## src/rtl/freq_repl_pkg.sv

```systemverilog
package freq_repl_pkg;

    localparam int DEF_WAYS  = 3;
    localparam int DEF_TAG_W = 8;
    localparam int DEF_CNT_W = 4;

    typedef enum logic [1:0] {
        ACC_IDLE    = 2'd0,
        ACC_HIT     = 2'd1,
        ACC_FILL    = 2'd2,
        ACC_REPLACE = 2'd3
    } acc_kind_e;

    // Candidate beats the current best victim: lower count, or equal count and older.
    function automatic logic beats_victim(input int cnt_cand, input int rank_cand,
                                          input int cnt_best, input int rank_best);
        return (cnt_cand < cnt_best) ||
               ((cnt_cand == cnt_best) && (rank_cand > rank_best));
    endfunction

endpackage

```

## src/rtl/frq_tag_match.sv

```systemverilog
module frq_tag_match #(
    parameter int NUM_WAYS = 3,
    parameter int TAG_W    = 8,
    parameter int WAY_W    = 2
) (
    input  logic [NUM_WAYS-1:0]       vld_vec,
    input  logic [NUM_WAYS*TAG_W-1:0] tag_flat,
    input  logic [TAG_W-1:0]          req_tag,
    output logic                      hit,
    output logic [WAY_W-1:0]          hit_way
);
    logic [NUM_WAYS-1:0] match;

    for (genvar w = 0; w < NUM_WAYS; w++) begin : g_cmp
        assign match[w] = vld_vec[w] && (tag_flat[w*TAG_W +: TAG_W] == req_tag);
    end

    always_comb begin
        hit     = 1'b0;
        hit_way = '0;
        for (int w = NUM_WAYS - 1; w >= 0; w--) begin
            if (match[w]) begin
                hit     = 1'b1;
                hit_way = WAY_W'(w);
            end
        end
    end
endmodule

```

## src/rtl/frq_victim_pick.sv

```systemverilog
module frq_victim_pick
    import freq_repl_pkg::*;
#(
    parameter int NUM_WAYS = 3,
    parameter int CNT_W    = 4,
    parameter int RANK_W   = 2,
    parameter int WAY_W    = 2
) (
    input  logic [NUM_WAYS-1:0]        vld_vec,
    input  logic [NUM_WAYS*CNT_W-1:0]  cnt_flat,
    input  logic [NUM_WAYS*RANK_W-1:0] rank_flat,
    output logic                       full,
    output logic [WAY_W-1:0]           free_way,
    output logic [WAY_W-1:0]           victim_way
);
    always_comb begin
        free_way = '0;
        for (int w = NUM_WAYS - 1; w >= 0; w--) begin
            if (!vld_vec[w]) free_way = WAY_W'(w);
        end
    end

    assign full = &vld_vec;

    always_comb begin
        int best;
        best = 0;
        for (int w = 1; w < NUM_WAYS; w++) begin
            if (beats_victim(int'(cnt_flat[w*CNT_W +: CNT_W]),
                             int'(rank_flat[w*RANK_W +: RANK_W]),
                             int'(cnt_flat[best*CNT_W +: CNT_W]),
                             int'(rank_flat[best*RANK_W +: RANK_W])))
                best = w;
        end
        victim_way = WAY_W'(best);
    end
endmodule

```

## src/rtl/frq_rank_ager.sv

```systemverilog
module frq_rank_ager #(
    parameter int NUM_WAYS = 3,
    parameter int RANK_W   = 2,
    parameter int WAY_W    = 2
) (
    input  logic [NUM_WAYS*RANK_W-1:0] rank_flat,
    input  logic [WAY_W-1:0]           touch_way,
    output logic [NUM_WAYS*RANK_W-1:0] rank_next
);
    logic [RANK_W-1:0] touch_rank;

    assign touch_rank = rank_flat[touch_way*RANK_W +: RANK_W];

    for (genvar w = 0; w < NUM_WAYS; w++) begin : g_age
        logic [RANK_W-1:0] cur;
        assign cur = rank_flat[w*RANK_W +: RANK_W];
        always_comb begin
            if (touch_way == WAY_W'(w))
                rank_next[w*RANK_W +: RANK_W] = '0;
            else if (cur < touch_rank)
                rank_next[w*RANK_W +: RANK_W] = cur + 1'b1;
            else
                rank_next[w*RANK_W +: RANK_W] = cur;
        end
    end
endmodule

```

## src/rtl/freq_repl_unit.sv

```systemverilog
module freq_repl_unit
    import freq_repl_pkg::*;
#(
    parameter int NUM_WAYS = DEF_WAYS,
    parameter int TAG_W    = DEF_TAG_W,
    parameter int CNT_W    = DEF_CNT_W,
    localparam int WAY_W   = (NUM_WAYS > 1) ? $clog2(NUM_WAYS) : 1
) (
    input  logic             clk,
    input  logic             rst,
    input  logic             req_valid,
    input  logic [TAG_W-1:0] req_tag,
    output logic             rsp_valid,
    output logic             rsp_hit,
    output logic [WAY_W-1:0] rsp_way,
    output logic             evict_valid,
    output logic [TAG_W-1:0] evict_tag
);
    localparam int RANK_W = WAY_W;
    localparam logic [CNT_W-1:0] CNT_MAX  = {CNT_W{1'b1}};
    localparam logic [CNT_W-1:0] CNT_INIT = CNT_W'(1);

    logic [NUM_WAYS-1:0]        vld_vec;
    logic [NUM_WAYS*TAG_W-1:0]  tag_flat;
    logic [NUM_WAYS*CNT_W-1:0]  cnt_flat;
    logic [NUM_WAYS*RANK_W-1:0] rank_flat;
    logic [NUM_WAYS*RANK_W-1:0] rank_next;

    logic             hit;
    logic [WAY_W-1:0] hit_way;
    logic             full;
    logic [WAY_W-1:0] free_way;
    logic [WAY_W-1:0] victim_way;
    acc_kind_e        kind;
    logic [WAY_W-1:0] tgt_way;

    frq_tag_match #(.NUM_WAYS(NUM_WAYS), .TAG_W(TAG_W), .WAY_W(WAY_W)) u_match (
        .vld_vec (vld_vec),
        .tag_flat(tag_flat),
        .req_tag (req_tag),
        .hit     (hit),
        .hit_way (hit_way)
    );

    frq_victim_pick #(.NUM_WAYS(NUM_WAYS), .CNT_W(CNT_W), .RANK_W(RANK_W), .WAY_W(WAY_W)) u_pick (
        .vld_vec   (vld_vec),
        .cnt_flat  (cnt_flat),
        .rank_flat (rank_flat),
        .full      (full),
        .free_way  (free_way),
        .victim_way(victim_way)
    );

    frq_rank_ager #(.NUM_WAYS(NUM_WAYS), .RANK_W(RANK_W), .WAY_W(WAY_W)) u_age (
        .rank_flat(rank_flat),
        .touch_way(tgt_way),
        .rank_next(rank_next)
    );

    always_comb begin
        kind    = ACC_IDLE;
        tgt_way = '0;
        if (req_valid) begin
            if (hit) begin
                kind    = ACC_HIT;
                tgt_way = hit_way;
            end else if (!full) begin
                kind    = ACC_FILL;
                tgt_way = free_way;
            end else begin
                kind    = ACC_REPLACE;
                tgt_way = victim_way;
            end
        end
    end

    always_ff @(posedge clk) begin
        if (rst) begin
            vld_vec     <= '0;
            tag_flat    <= '0;
            cnt_flat    <= '0;
            for (int w = 0; w < NUM_WAYS; w++)
                rank_flat[w*RANK_W +: RANK_W] <= RANK_W'(w);
            rsp_valid   <= 1'b0;
            rsp_hit     <= 1'b0;
            rsp_way     <= '0;
            evict_valid <= 1'b0;
            evict_tag   <= '0;
        end else begin
            rsp_valid   <= req_valid;
            rsp_hit     <= (kind == ACC_HIT);
            rsp_way     <= tgt_way;
            evict_valid <= (kind == ACC_REPLACE);
            evict_tag   <= (kind == ACC_REPLACE) ? tag_flat[victim_way*TAG_W +: TAG_W] : '0;
            if (kind != ACC_IDLE) begin
                rank_flat <= rank_next;
                for (int w = 0; w < NUM_WAYS; w++) begin
                    if (tgt_way == WAY_W'(w)) begin
                        if (kind == ACC_HIT) begin
                            if (cnt_flat[w*CNT_W +: CNT_W] != CNT_MAX)
                                cnt_flat[w*CNT_W +: CNT_W] <= cnt_flat[w*CNT_W +: CNT_W] + 1'b1;
                        end else begin
                            vld_vec[w]                 <= 1'b1;
                            tag_flat[w*TAG_W +: TAG_W] <= req_tag;
                            cnt_flat[w*CNT_W +: CNT_W] <= CNT_INIT;
                        end
                    end
                end
            end
        end
    end
endmodule

```

## config.mk

```make
export PLATFORM = sky130hd
export DESIGN_NAME = freq_repl_unit
export DESIGN_NICKNAME = d
export VERILOG_FILES = /design/src/rtl/freq_repl_pkg.sv /design/src/rtl/frq_tag_match.sv /design/src/rtl/frq_victim_pick.sv /design/src/rtl/frq_rank_ager.sv /design/src/rtl/freq_repl_unit.sv
export SDC_FILE = /design/constraint.sdc
export NUM_CORES = 1
export LEC_CHECK = 0
export BUFFER_PORTS_ARGS = -buffer_cell sky130_fd_sc_hd__clkbuf_2
export CORE_MARGIN = 5
export CORE_UTILIZATION = 50
export CTS_BUF_LIST = sky130_fd_sc_hd__clkbuf_8
export DETAILED_ROUTE_END_ITERATION = 10
export HOLD_SLACK_MARGIN = 0.05
export PLACE_DENSITY = 0.7
export SLEW_MARGIN = 10
export SYNTH_ARGS = -nofsm -noshare
export SYNTH_HDL_FRONTEND = slang
export SYNTH_HIERARCHICAL = 1
export SYNTH_SLANG_ARGS = --single-unit
```

## constraint.sdc

```tcl
create_clock -name clk -period 9 [get_ports clk]
set_clock_uncertainty 0.1 [all_clocks]
set_input_delay 1.8 -clock clk [delete_from_list [all_inputs] [get_ports clk]]
set_output_delay 1.8 -clock clk [all_outputs]
set_load 0.03 [all_outputs]
```

==> results of run 1 <==
flip-flops by register name (all words and copies together) (netlist names), 2 cells and up:
register,flops
tag_flat,24
evict_tag,8
rank_flat,6
cnt_flat,12
vld_vec,3
rsp_way,2
layer usage:
layer	vias up	global-route usage	wire length [um]
li1	1475	-	-
met2	65	0.345	4260
met4	0	0.0684	107
met3	10	0.0555	362
met5	-	0	0
met1	1436	0.254	3720
kinds of logic (layout without fill, tap and decap cells):
kind of cell               after synthesis  count (layout)  synth area share
muxes                                   24              24            0.0739
AOI/OAI and AO/OA                       86              86             0.193
buffers and inverters                   48              64            0.0556
adders and majority gates               18              18            0.0646
DFF                                     58              58             0.333
xor gates and xnor gates                27              27            0.0678
and+or+nand+nor                        131             131             0.211
critical path, cell delays in order (launching register included):
cell and delay, ns:
dfxtp_1 0.41, inv_1 0.06, ha_1 0.29, nor2b_2 0.15, o211ai_2 0.10, a22oi_4 0.34, mux2_4 0.33, ha_1 0.27
nand4_1 0.10, a21oi_1 0.05, a22o_1 0.39, nor2_1 0.88, mux2_2 0.35, o211ai_4 0.23, inv_2 0.54, mux2i_1 0.24
nor2_1 0.06, a21oi_1 0.26, ha_1 0.31, nor3b_1 0.31, xnor2_1 0.17, nor2_1 0.05, mux2i_1 0.13, nor2_1 0.05
worst paths after layout:
kind / end / slack, ns / depth (start not counted)
setup / recovery: rank_flat[1]$_SDFFE_PP0N_ / 2.67 / 23
setup reg to reg: rank_flat[1]$_SDFFE_PP0N_ / 2.67 / 23
hold reg to reg: vld_vec[0]$_SDFFE_PP0P_ / 0.40 / 2
hold / removal: vld_vec[0]$_SDFFE_PP0P_ / 0.40 / 2
cell usage in the layout, fill, tap and decap left out, drive strengths merged, types with 2 or more instances in the layout:
cell type,count
o21ai,4
a211o,2
o2111ai,2
o31ai,2
o211ai,6
o31a,2
and3,2
a32o,5
nand2,15
a21oi,25
a21o,3
a211oi,3
ha,18
nor2,30
nand2b,5
nand3,12
dfxtp,58
mux2,5
inv,26
xor2,14
nor2b,10
clkbuf,32
clkinvlp,2
nand4,10
a31oi,2
mux2i,19
bufinv,2
nor4,28
nor3,10
a31o,24
xnor2,13
nor3b,6
power by group:
part	switching, mW	internal (mW)	leakage, nW
registers	0.00713	0.263	0.470
clock network	0.116	0.158	0.106
logic	0.0522	0.0339	0.900
total	0.175	0.455	1.48
metrics by stage:
stage | power, mW | instances | instance area (um2)
floorplan | 0.342 | 392 | 3490
global placement | 0.358 | 488 | 3620
detailed placement | 0.361 | 488 | 3620
CTS | 0.633 | 504 | 3850
global route | 0.655 | 504 | 3850
finish | 0.630 | 504 | 3850
area by class of cell:
| cell class | instances | area share |
|---|---|---|
| multi-input cells | 286 | 0.553 |
| flip-flops and latches | 58 | 0.302 |
| clock buffers | 9 | 0.0322 |
| repair buffers | 24 | 0.0318 |
| well taps | 96 | 0.0312 |
| clock inverters | 7 | 0.0263 |
| inverters | 24 | 0.0234 |
==> results.cfg, run 1 <==
[place]
port_buffers = 23
pre_cts_ws_ns = 2.78
globalplace.congestion = 0.868
dp_hpwl_um = 6060

[drt]
drc = 0
vias_per_cell = 5.92
wl_per_cell_um = 16.8
drt_iter0_markers = 199
drtAntennaViolNets = 0
num_vias = 2986
firstDrtPassIters = 4
wirelength_um = 8450

[clock_network]
htreeDepth = 3
clock-root-buffer = clkbuf_8
post_cts_buffers = 0
cts_resized = 0
cts_tree = done
cts.clk_slew.worst_paths_ns = 0.07
cts_buffers = 9
worstSkewPairLatency_ns = 0.35
cts_buffer_depth = 2
ctsHoldBuffers = 0
cts_sinks = 58

[floorplanning]
dieArea_um2 = 8740
rows = 30
fp.dieH_um = 93.5
die_w_um = 93.5
coreArea_um2 = 6790
io_pins = 24
start_util = 0.513

[sta]
slew_headroom = 0.279
fin_hold_ws_ns = 0.401
slew_viol_final = 0
fin_crit_ns = 6.33
rsz0062_at_grt = false
period_share = 0.703
worstMarginPinSlew_ns = 1.08
hold_violations = 0
finalWorstSetupSlack_ns = 2.67
fmax_mhz = 158
setup_viol = 0
tns_ns = 0

[run]
cap_violations = 0

[setup_path]
startpoint = cnt_flat[1]$_SDFFE_PP0P_
path_class = register to register
arrival_ns = 6.44
required_ns = 9.12
cp-end-kind = register
crit_fanout = 31
reg2reg_from = cnt_flat[1]$_SDFFE_PP0P_
cp-start-kind = register

[logic_synthesis]
yosysWarningCount = 6
syn-cell-area_um2 = 3490
synth-edff-count = 0
synth_common_cells = dfxtp_1 (58), nor2_1 (30), nor4_1 (26), a21oi_1 (24), a31o_2 (24)
synth_top_area_share = 0.333
synth_seq_cells = 58
syn_avg_cell_area_um2 = 8.89
synth_fp_nets = 421
async_flop_share = 0
yosysMostFrequentCell = dfxtp_1
yosysSeqAreaShare = 0.333
synth_area_leaders = dfxtp_1 (33%), ha_1 (6.5%), a31o_2 (6.0%)
synth_top_area_cell = dfxtp_1
ys_types = 52
synth_ff_type = dfxtp_1
synth_cells = 392

[run_status]
status = finished, final reports clean

[pwr]
power.leakage_nw = 1.48
power_density_nw_per_um2 = 164
peakVddDrop_mv = 0.0892

[global_route]
grt_first_pass_wirelength_um = 14200
grt_max_degree = 32
grt_pass1_vias = 2942
overflow = 0
grt_usage = 0.206
antenna_found_initial = 0

[final_layout]
final_layout_size_suffix_gt1_frac = 0.206
multi_input_area_um2 = 2130
regArea_um2 = 1160
areaGrowthSynthToFinish_pct = 10.4
postLayoutCoreUtil = 0.567
antennaDiodeCount = 0
fin_nets = 432
n_fill_cell = 622

[worst_hold_path]
hold_path.class = register to register
min_from = vld_vec[0]$_SDFFE_PP0P_
Power figures use the tool's default switching activity.
==> inputs of run 2 (changes only) <==
--- a/config.mk
+++ b/config.mk
@@ -11,7 +11,7 @@
 export CTS_BUF_LIST = sky130_fd_sc_hd__clkbuf_8
 export DETAILED_ROUTE_END_ITERATION = 10
 export HOLD_SLACK_MARGIN = 0.05
-export PLACE_DENSITY = 0.7
+export PLACE_DENSITY = 0.73
 export SLEW_MARGIN = 10
 export SYNTH_ARGS = -nofsm -noshare
 export SYNTH_HDL_FRONTEND = slang
==> constraint.sdc (replaced) <==
create_clock -name clk -period 5.75 [get_ports clk]
set_clock_uncertainty 0.1 [all_clocks]
set_input_delay 1.15 -clock clk [delete_from_list [all_inputs] [get_ports clk]]
set_output_delay 1.15 -clock clk [all_outputs]
set_load 0.03 [all_outputs]
==> run 2 against run 1 <==
Against the previous run:
- die area is the same
- worst hold slack lost 0.0025 ns
- first-iteration DRC count shrank 7.0%
- sequential power grew 56%
- final cell count grew 1.2%
- via count grew 3.8%
- non-clock buffer count grew 6
- critical path type unchanged
- critical endpoint unchanged
==> results.cfg, run 2 (synthesis gave the netlist of run 1 again) <==
[place]
globalplace.congestion = 0.857
dp_hpwl_um = 5840
dp_cells = 494
placed_area_um2 = 3670
pre_cts_ws_ns = 0.672
port_buffers = 23

[clock_network]
ctsHoldBuffers = 0
cts.clk_slew.worst_paths_ns = 0.07
post_cts_buffers = 0
cts_buffers = 9
cts_buffer_depth = 2
worstSkewPairLatency_ns = 0.35
cts_tree = done
cts_resized = 0
clock-root-buffer = clkbuf_8
htreeDepth = 3
cts_sinks = 58

[pwr]
power_density_nw_per_um2 = 243
power.leakage_nw = 1.49
peakVddDrop_mv = 0.196
fin_total_pwr_uw = 941

[worst_hold_path]
hold_path.class = register to register

[drt]
drtAntennaViolNets = 0
num_vias = 3100
drt_iter0_markers = 185
wl_per_cell_um = 16.6
vias_per_cell = 6.08
wirelength_um = 8480
firstDrtPassIters = 5
drc = 0

[global_route]
grt_pass1_vias = 2997
overflow = 0
antenna_found_initial = 0
grt_max_degree = 41
grt_usage = 0.205
grt_first_pass_wirelength_um = 14300

[final_layout]
postLayoutCoreUtil = 0.570
final_layout_size_suffix_gt1_frac = 0.217
areaGrowthSynthToFinish_pct = 11.1
top_regs = tag_flat x24, cnt_flat x12, evict_tag x8
layout_commonest_cell = dfxtp_1
antennaDiodeCount = 0
final_cells = 510
top_register = tag_flat
fin_nets = 438
n_fill_cell = 595
largest_reg_flops = 24
fin_area_um2 = 3870
mostFrequentLayoutCells = dfxtp_1 (58), nor2_1 (30), nor4_1 (26)

[sta]
fin_crit_ns = 5.15
period_share = 0.896
setup_viol = 0
worstMarginPinSlew_ns = 0.924
slew_viol_final = 0
rsz0062_at_grt = false
slew_headroom = 0.384
tns_ns = 0
finalWorstSetupSlack_ns = 0.601
fin_hold_ws_ns = 0.398
fmax_mhz = 194
hold_violations = 0

[floorplanning]
io_pins = 24
dieArea_um2 = 8740
die_w_um = 93.5
start_util = 0.513
rows = 30
fp.dieH_um = 93.5
coreArea_um2 = 6790

[setup_path]
crit_fanout = 12
arrival_ns = 5.26
required_ns = 5.86
cp-end-kind = register
cp-start-kind = register
path_class = register to register

[run_status]
status = finished, final reports clean

[run]
cap_violations = 0
==> run 2: critical path: stages (launching register included) <==
cell and delay, ns:
dfxtp_1 0.40, inv_1 0.07, ha_1 0.30, nor2b_2 0.15
o211ai_2 0.11, a22oi_4 0.34, mux2_4 0.34, ha_1 0.27
nand4_1 0.09, a21oi_1 0.13, a22o_1 0.46, nor2_1 0.10
mux2_2 0.30, o211ai_4 0.17, inv_2 0.15, mux2i_1 0.17
nor2_1 0.05, a21oi_1 0.24, ha_1 0.31, nor3b_1 0.33
xnor2_1 0.18, nor2_1 0.06, mux2i_1 0.14, nor2_1 0.05
==> run 2: power breakdown <==
group	internal (mW)	switching, mW	total (mW)
clock	0.202	0.179	0.381
sequential	0.411	0.0107	0.422
combinational	0.0553	0.0836	0.139
==> run 2: cell type report <==
class | count | area (um2) | area share
multi-input combinational | 286 | 2130 | 0.550
timing repair buffer | 30 | 168 | 0.0433
inverter | 24 | 90.1 | 0.0233
clock buffer | 9 | 124 | 0.0320
clock inverter | 7 | 77.6 | 0.0200
tap | 96 | 120 | 0.0310
sequential | 58 | 1160 | 0.300
==> run 2: worst paths after layout <==
kind	start	to	slack, ns	cells after the start
worst max-delay path	cnt_flat[1]$_SDFFE_PP0P_	rank_flat[1]$_SDFFE_PP0N_	0.60	23
worst min-delay path	vld_vec[0]$_SDFFE_PP0P_	vld_vec[0]$_SDFFE_PP0P_	0.40	2
worst max register to register	cnt_flat[1]$_SDFFE_PP0P_	rank_flat[1]$_SDFFE_PP0N_	0.60	23
worst min register to register	vld_vec[0]$_SDFFE_PP0P_	vld_vec[0]$_SDFFE_PP0P_	0.40	2
==> run 2: layer usage <==
layer  wire length (um)  GRT usage
met5                  0          0
met4                191     0.0830
met3                477     0.0523
met2               4220      0.353
met1               3590      0.243
